## config.mk

```make
export PLATFORM = sky130hd
export DESIGN_NAME = erase_seq_ctrl
export DESIGN_NICKNAME = d
export VERILOG_FILES = /design/src/rtl/erase_seq_pkg.sv /design/src/rtl/sweep_counter.sv /design/src/rtl/tick_timer.sv /design/src/rtl/retry_counter.sv /design/src/rtl/erase_seq_ctrl.sv
export SDC_FILE = /design/constraint.sdc
export NUM_CORES = 1
export LEC_CHECK = 0
export BUFFER_PORTS_ARGS = -buffer_cell sky130_fd_sc_hd__buf_2
export CAP_MARGIN = 20
export CORE_AREA = 2 2 70 72
export CTS_BUF_LIST = sky130_fd_sc_hd__clkbuf_16
export CTS_CLUSTER_DIAMETER = 150
export DETAILED_ROUTE_END_ITERATION = 16
export DIE_AREA = 0 0 72 74
export PLACE_DENSITY_LB_ADDON = 0.25
export SLEW_MARGIN = 25
export SYNTH_ARGS = -nofsm -noshare
export SYNTH_HDL_FRONTEND = slang
export SYNTH_HIERARCHICAL = 1
export SYNTH_SLANG_ARGS = --single-unit
```

## constraint.sdc

```tcl
create_clock -name clk -period 5.23 [get_ports clk]
set_input_delay 1.046 -clock clk [delete_from_list [all_inputs] [get_ports clk]]
set_output_delay 1.046 -clock clk [all_outputs]
set_load 0.1 [all_outputs]
```

## src/rtl/erase_seq_pkg.sv

```systemverilog
package erase_seq_pkg;

    typedef enum logic [2:0] {
        ST_IDLE,
        ST_PROG,
        ST_ERASE,
        ST_RECOV,
        ST_VERIFY,
        ST_PASSED,
        ST_FAILED
    } seq_state_e;

    typedef struct packed {
        logic erase;
        logic prog;
        logic verify;
    } mem_strobe_t;

    function automatic mem_strobe_t strobe_of(seq_state_e s);
        mem_strobe_t r;
        r.erase  = (s == ST_ERASE);
        r.prog   = (s == ST_PROG);
        r.verify = (s == ST_VERIFY);
        return r;
    endfunction

    function automatic logic is_active(seq_state_e s);
        return (s == ST_PROG) || (s == ST_ERASE) ||
               (s == ST_RECOV) || (s == ST_VERIFY);
    endfunction

    function automatic logic is_done(seq_state_e s);
        return (s == ST_IDLE) || (s == ST_PASSED) || (s == ST_FAILED);
    endfunction

endpackage

```

## src/rtl/sweep_counter.sv

```systemverilog
module sweep_counter #(
    parameter int DEPTH = 131072,
    parameter int AW    = $clog2(DEPTH)
) (
    input  logic          clk,
    input  logic          rst,
    input  logic          clr,
    input  logic          step,
    output logic [AW-1:0] addr,
    output logic          at_last
);
    localparam logic [AW-1:0] LAST = AW'(DEPTH - 1);

    always_ff @(posedge clk) begin
        if (rst || clr)
            addr <= '0;
        else if (step)
            addr <= addr + 1'b1;
    end

    assign at_last = (addr == LAST);


    sweep_range_chk: assert property (@(posedge clk) disable iff (rst)
        addr <= LAST);

endmodule

```

## src/rtl/tick_timer.sv

```systemverilog
module tick_timer #(
    parameter int TW = 9
) (
    input  logic          clk,
    input  logic          rst,
    input  logic          clr,
    input  logic          tick,
    input  logic [TW-1:0] limit,
    output logic          done
);
    logic [TW-1:0] cnt;

    always_ff @(posedge clk) begin
        if (rst || clr)
            cnt <= '0;
        else if (tick)
            cnt <= cnt + 1'b1;
    end

    assign done = tick && (cnt == limit - 1'b1);


    timer_bound_chk: assert property (@(posedge clk) disable iff (rst || clr)
        (limit != '0) |-> (cnt < limit));

endmodule

```

## src/rtl/retry_counter.sv

```systemverilog
module retry_counter #(
    parameter int MAX_RETRY = 200,
    parameter int RW        = $clog2(MAX_RETRY + 1)
) (
    input  logic clk,
    input  logic rst,
    input  logic clr,
    input  logic bump,
    output logic at_limit
);
    localparam logic [RW-1:0] LIMIT = RW'(MAX_RETRY - 1);

    logic [RW-1:0] cnt;

    always_ff @(posedge clk) begin
        if (rst || clr)
            cnt <= '0;
        else if (bump)
            cnt <= cnt + 1'b1;
    end

    assign at_limit = (cnt == LIMIT);


    retry_cap_chk: assert property (@(posedge clk) disable iff (rst)
        bump |-> !at_limit);


    retry_range_chk: assert property (@(posedge clk) disable iff (rst)
        cnt <= LIMIT);

endmodule

```

## src/rtl/erase_seq_ctrl.sv

```systemverilog
module erase_seq_ctrl
    import erase_seq_pkg::*;
#(
    parameter int DEPTH       = 131072,
    parameter int DW          = 8,
    parameter int ERASE_TICKS = 500,
    parameter int RECOV_TICKS = 500,
    parameter int MAX_RETRY   = 200,
    parameter int AW          = $clog2(DEPTH)
) (
    input  logic          clk,
    input  logic          rst,
    input  logic          start,
    input  logic          tick,
    output logic          busy,
    output logic          pass,
    output logic          fail,
    output logic [AW-1:0] mem_addr,
    output logic [DW-1:0] mem_wdata,
    input  logic [DW-1:0] mem_rdata,
    output logic          mem_erase_en,
    output logic          mem_prog_en,
    output logic          mem_verify_en
);
    localparam int TMAX = (ERASE_TICKS > RECOV_TICKS) ? ERASE_TICKS : RECOV_TICKS;
    localparam int TW   = $clog2(TMAX + 1);
    localparam logic [DW-1:0] ERASED = {DW{1'b1}};

    seq_state_e  state_q, state_d;
    mem_strobe_t strb;

    logic          addr_last, addr_step, phase_change;
    logic          tmr_done, tmr_tick;
    logic [TW-1:0] tmr_limit;
    logic          retry_last, retry_bump, retry_clr;
    logic          byte_ok;

    assign byte_ok = (mem_rdata == ERASED);

    always_comb begin
        state_d    = state_q;
        retry_bump = 1'b0;
        retry_clr  = 1'b0;
        unique case (state_q)
            ST_IDLE, ST_PASSED, ST_FAILED: begin
                if (start) begin
                    state_d   = ST_PROG;
                    retry_clr = 1'b1;
                end
            end
            ST_PROG: begin
                if (addr_last)
                    state_d = ST_ERASE;
            end
            ST_ERASE: begin
                if (tmr_done)
                    state_d = ST_RECOV;
            end
            ST_RECOV: begin
                if (tmr_done)
                    state_d = ST_VERIFY;
            end
            ST_VERIFY: begin
                if (!byte_ok) begin
                    if (retry_last) begin
                        state_d = ST_FAILED;
                    end else begin
                        state_d    = ST_ERASE;
                        retry_bump = 1'b1;
                    end
                end else if (addr_last) begin
                    state_d = ST_PASSED;
                end
            end
            default: state_d = ST_IDLE;
        endcase
    end

    always_ff @(posedge clk) begin
        if (rst)
            state_q <= ST_IDLE;
        else
            state_q <= state_d;
    end

    assign phase_change = (state_d != state_q);
    assign addr_step    = (strb.prog || strb.verify) && !phase_change;
    assign tmr_tick     = tick && ((state_q == ST_ERASE) || (state_q == ST_RECOV));
    assign tmr_limit    = (state_q == ST_ERASE) ? TW'(ERASE_TICKS) : TW'(RECOV_TICKS);

    sweep_counter #(.DEPTH(DEPTH), .AW(AW)) u_sweep (
        .clk     (clk),
        .rst     (rst),
        .clr     (phase_change),
        .step    (addr_step),
        .addr    (mem_addr),
        .at_last (addr_last)
    );

    tick_timer #(.TW(TW)) u_timer (
        .clk   (clk),
        .rst   (rst),
        .clr   (phase_change),
        .tick  (tmr_tick),
        .limit (tmr_limit),
        .done  (tmr_done)
    );

    retry_counter #(.MAX_RETRY(MAX_RETRY)) u_retry (
        .clk      (clk),
        .rst      (rst),
        .clr      (retry_clr),
        .bump     (retry_bump),
        .at_limit (retry_last)
    );

    assign strb          = strobe_of(state_q);
    assign mem_erase_en  = strb.erase;
    assign mem_prog_en   = strb.prog;
    assign mem_verify_en = strb.verify;
    assign mem_wdata     = '0;
    assign busy          = is_active(state_q);
    assign pass          = (state_q == ST_PASSED);
    assign fail          = (state_q == ST_FAILED);


    strobe_excl_chk: assert property (@(posedge clk) disable iff (rst)
        $onehot0({mem_erase_en, mem_prog_en, mem_verify_en}));


    outcome_excl_chk: assert property (@(posedge clk) disable iff (rst)
        $countones({busy, pass, fail}) <= 1);


    pass_hold_chk: assert property (@(posedge clk) disable iff (rst)
        pass |=> (pass || busy));


    fail_hold_chk: assert property (@(posedge clk) disable iff (rst)
        fail |=> (fail || busy));


    start_accept_chk: assert property (@(posedge clk) disable iff (rst)
        (start && !busy) |=> busy);


    erase_entry_chk: assert property (@(posedge clk) disable iff (rst)
        $rose(mem_erase_en) |-> ($past(mem_prog_en) || $past(mem_verify_en)));


    recov_gap_chk: assert property (@(posedge clk) disable iff (rst)
        $rose(mem_verify_en) |-> !$past(mem_erase_en));

endmodule

```

* Word level (Yosys, flattened, before mapping) *
Index checks and enable logic that the tools add are counted.

cells by class
  shift-type cells = 0
  add/sub/neg operators = 3
  div/mod/pow operators = 0
  bitwise logic cells = 0
  multipliers = 0
  reduce and logical (&&, ||, !) cells = 13
  muxes and demuxes = 13
  magnitude comparators = 0
  equal/unequal tests = 11

operators with widths
  kind                                           count
  2-to-1 mux 3 bit                               7
  adder 17 x 1 -> 17 bit, second input constant  1
  == test 17 bit, second input constant          1
  == test 8 bit, second input constant           2
  one-hot mux 3 bit (5 select lines)             1
  adder 9 x 1 -> 9 bit, second input constant    1
  == test 3 bit, second input constant           3
  == test 9 bit, second input constant           1
  adder 8 x 1 -> 8 bit, second input constant    1
  logical OR 1 bit                               7
  == test 3 x 2 -> 1 bit, second input constant  2
  2-to-1 mux 1 bit                               5
  == test 3 x 1 -> 1 bit, second input constant  1
  logical AND 1 bit                              3
  zero test 3 bit                                1
  != test 3 bit                                  1
  OR reduction 3 bit                             1
  zero test 1 bit                                1

storage, ports and cells
  RAM bits = 0
  memory bits (read-only) = 0
  bits in latches = 0
  memories kept = 0
  output and inout bits = 31
  word-level logic and storage cells = 44
  register bits = 37

* Longest topological paths before layout *
  depth after elaboration = 9
  gate-level depth with buffers = 14

* Cells and area by module *
The synthesis kept the hierarchy.

by module, submodules not included
  module          area each (um^2)  cells each  instances  seq. area each (um^2)
  sweep_counter   804.5             91          1          340.3
  tick_timer      721.9             85          1          180.2
  erase_seq_ctrl  473.0             65          1          60.1
  retry_counter   381.6             42          1          160.2

* Worst setup path before layout *
No wires, ideal clock.

  path kind = flip-flop to output port
  start = register state_q[1]
  end = output mem_erase_en
  path buffers = 2
  data arrival time = 2.840 ns
  required time = 4.184 ns
  setup slack = 1.344 ns
  stages on the path, launching flop included = 4
  cells stage by stage = dfxtp_1 > buf_2 > buf_2 > nor3b_1

between the ends
  word-level cells in the longest chain between the ends = 1

RTL lines
  element                 line                  source
  from (decl)             erase_seq_ctrl.sv:29  seq_state_e state_q, state_d;
  from (signal assigned)  erase_seq_ctrl.sv:83  state_q <= state_d;
  == test 3 x 2 -> 1 bit  erase_seq_pkg.sv:21   r.erase = (s == ST_ERASE);
  to (decl)               erase_seq_ctrl.sv:21  output logic mem_erase_en,

No other way between the ends.

* Final worst setup path *
  start = input mem_rdata[6]
  end = register u_sweep.addr[14]

between the ends
  word-level cells in the longest chain between the ends = 6

RTL lines
  element                             line                  source
  from (decl)                         erase_seq_ctrl.sv:20  input logic [DW-1:0] mem_rdata,
  == test 8 bit                       erase_seq_ctrl.sv:38  assign byte_ok = (mem_rdata == ERASED);
  2-to-1 mux 3 bit                    erase_seq_ctrl.sv:64  if (!byte_ok) begin
  one-hot mux 3 bit (5 select lines)  erase_seq_ctrl.sv:44  unique case (state_q)
  != test 3 bit                       erase_seq_ctrl.sv:86  assign phase_change = (state_d != state_q);
  zero test 1 bit                     erase_seq_ctrl.sv:87  assign addr_step = (strb.prog || strb.verify) && !phase_change;
  logical AND 1 bit                   erase_seq_ctrl.sv:87
  via addr_step                       erase_seq_ctrl.sv:32  logic addr_last, addr_step, phase_change;
  to (signal assigned)                sweep_counter.sv:18   addr <= addr + 1'b1;
  to (decl)                           sweep_counter.sv:9    output logic [AW-1:0] addr,

The timed path passes the listed nets, and every way through them passes these cells.
A chain may end at the register's enable or synchronous reset.

==> impl_metrics.ini <==
[global_routing]
grt_pass1_vias = 1742
grt_start_max_net_pins = 18
antenna_found_initial = 0
grt_usage_pct = 18.03
grt.overflow.total = 0
grt_pass1_wl_mm = 7.686

[place]
io_buffers = 34
hpwl_mm = 3.418
place_congestion = 0.8322
place_inst = 386

[clock_tree]
clkSinkCount = 37
holdBufCountCts = 0
clk_latency_ns = 0.28
cts_tree = built
cts_buffers = 5
post_cts_buffers = 0
cts.reportedPaths.clkPinSlew_ns = 0.05
ctsLongestPathBuffers = 2
htree_levels = 2
clockRootBuffer = clkbuf_16
cts_resized = 0

[cells_and_area]
layout.nets = 357
syn_to_final_growth_pct = 14.98
antenna_cells = 0
layout-drive-gt1-share_pct = 17.11
n_fill_cell = 445
fin_cells = 393

[timing]
drv_slew = 0
relSlewSlack_pct = 43.11
setup_viol = 0
setup_tns_ns = 0
rsz0062_at_grt = no
period_minus_slack_ns = 3.197
finalCritPeriodShare_pct = 61.13
fmax_ghz = 0.3128
hold_violations = 0
worst_slew_pin_slew_ns = 0.8468
final.setup_skew_ns = 0.004328

[die]
dieArea_um2 = 5328
die_h_um = 74
die_w_um = 72
pin_count = 43
rows = 25
start_util_pct = 51.78
core-area_um2 = 4598

[setup_path]
critPathMaxFanout = 8
critical_path_class = input pin to flip-flop
worstPathArrival_ns = 3.35
required_ns = 5.39
worstSetupStartpointType = input pin
worstSetupEndpointType = flip-flop

[route]
drt_first_pass_iters = 4
post_drt_wl_per_cell_um = 11.58
via_per_inst = 5.165
wirelength_mm = 4.552
vias = 2030
antenna_left = 0
drcViolationCount = 0
drt-initial-drc-count = 87

[logic_synthesis]
synth_ff_type = dfxtp_1
netlist_instances = 283
yosysSeqAreaShare_pct = 31.11
avgSynthCellArea_um2 = 8.414
syn_area_um2 = 2381
synth_top_area_share_pct = 31.11
synth_seq_cells = 37
yosysTopAreaCell = dfxtp_1
synth_edf_count = 0
yosysWarnings = 6
yosys-top-cells-area = dfxtp_1, xor2_1, nor2_1
ys_types = 60
async_flop_share_pct = 0

[power_and_ir_drop]
p_sw_w = 0.0001796
p_comb_share_pct = 13.6
p_per_area_nw_per_um2 = 239.4
cellLeakagePower_nw = 1.135
switching_share_pct = 27.41
p_clk_share_pct = 42.6
worst_ir_drop_vdd_mv = 0.1726
seqPwrFrac_pct = 43.9
p_int_w = 0.0004757

[job]
cap_viol_max_count = 0

[outcome]
outcome = complete, no violations

[worst_hold_path]
hold_path_class = flip-flop to flip-flop
worst max-delay path, stage by stage:
cell     delay (ns)
buf_2          0.07
nand4_1        0.16
nor2_1         0.22
a21oi_1        0.10
nor3_1         0.66
nand4_1        0.47
nor4_1         0.42
xnor2_1        0.16
nor2_1         0.05
power groups by stage:
stage               Clock, W  Sequential (W)  Combinational (W)
floorplan                  0        0.000296          0.0000819
global placement           0        0.000293          0.0000867
detailed placement         0        0.000293          0.0000875
CTS                 0.000287        0.000287          0.0000877
global route        0.000295        0.000288          0.0000960
finish              0.000279        0.000287          0.0000889
sequential cells by signal, indices dropped and copies added (netlist names):
signal / cells
u_timer/cnt: 9
u_retry/cnt: 8
state_q: 3
u_sweep/addr: 17
synth_stat cells (all sizes together), types with 4 or more instances:
cell type	count
a211oi	4
a21oi	12
and3	5
buf	17
clkbuf	6
dfxtp	37
ha	6
inv	8
mux2i	4
nand2	16
nand3	5
nand4	15
nor2	36
nor3	6
o21ai	14
or2	4
or3	10
xnor2	15
xor2	19
metrics by stage:
step	hold slack (ns)	instance area, um2	setup slack (ns)	utilization, %	power, W
after detailed placement	0.4916	2601	1.754	56.57	0.0003809
after floorplan	0.4672	2524	1.344	-	0.0003782
after global placement	0.4846	2601	1.821	56.57	0.0003801
final	0.4950	2738	2.033	59.54	0.0006553
after global routing	0.5158	2738	1.644	59.54	0.0006793
after CTS	0.4992	2738	2.011	59.54	0.0006617
logic make-up (layout without fill, tap and decap cells):
logic type | after synthesis | after routing | synth area share, %
multiplexers | 4 | 4 | 1.682
buffers and inverters | 31 | 49 | 7.987
adder cells (fa/ha/maj) | 6 | 6 | 3.153
XOR/XNOR | 34 | 34 | 12.51
AND/OR/NAND/NOR | 121 | 121 | 29.48
AO/OA/AOI/OAI | 48 | 48 | 13.77
flip-flops | 37 | 37 | 31.11
other | 2 | 40 | 0.3154
layout make-up:
class	count	area [um2]	area share [%]
Inverter	8	30.03	1.097
Clock inverter	2	11.26	0.4113
Clock buffer	5	125.1	4.570
Tap cell	54	67.56	2.468
Timing Repair Buffer	34	170.2	6.216
Multi-Input combinational cell	253	1593	58.18
Sequential cell	37	740.7	27.06
layout by cell type, fill, tap and decap left out, types with 2 or more instances in the layout:
master and n:
and4b_1 3, conb_1 40, or3_1 9, a31oi_1 2, ha_1 6, nand3b_1 2, or2_2 2, and3_1 4
nand3_1 5, o21ai_0 12, xnor2_1 15, clkbuf_16 5, nand2_1 16, xor2_1 19, a211oi_1 2, nor4_1 3
a21oi_1 12, nor3_2 2, nor2_1 36, a21boi_0 2, and4_1 2, nor3b_1 3, buf_2 34, o21a_1 3
or2_1 2, o21ai_1 2, mux2i_1 4, nand4_1 14, inv_1 7, dfxtp_1 37, a211oi_2 2, nor3_1 4
routing by layer:
layer	wire length, um	global-route usage [%]	vias to the layer above
li1	-	-	1061
met1	2219	24.46	922
met2	2097	28.81	41
met3	182	4.065	6
met4	53	5.660	0
met5	0	0	-
worst paths after layout:
check                       from               end  slack [ns]  depth (start not counted)
setup reg to reg      state_q[1]   u_sweep/addr[8]        2.22                         10
hold / removal    u_timer/cnt[8]    u_timer/cnt[8]        0.49                          2
setup / recovery    mem_rdata[6]  u_sweep/addr[14]        2.03                          9
hold reg to reg   u_timer/cnt[8]    u_timer/cnt[8]        0.49                          2
(Power assumes the default switching activity.)
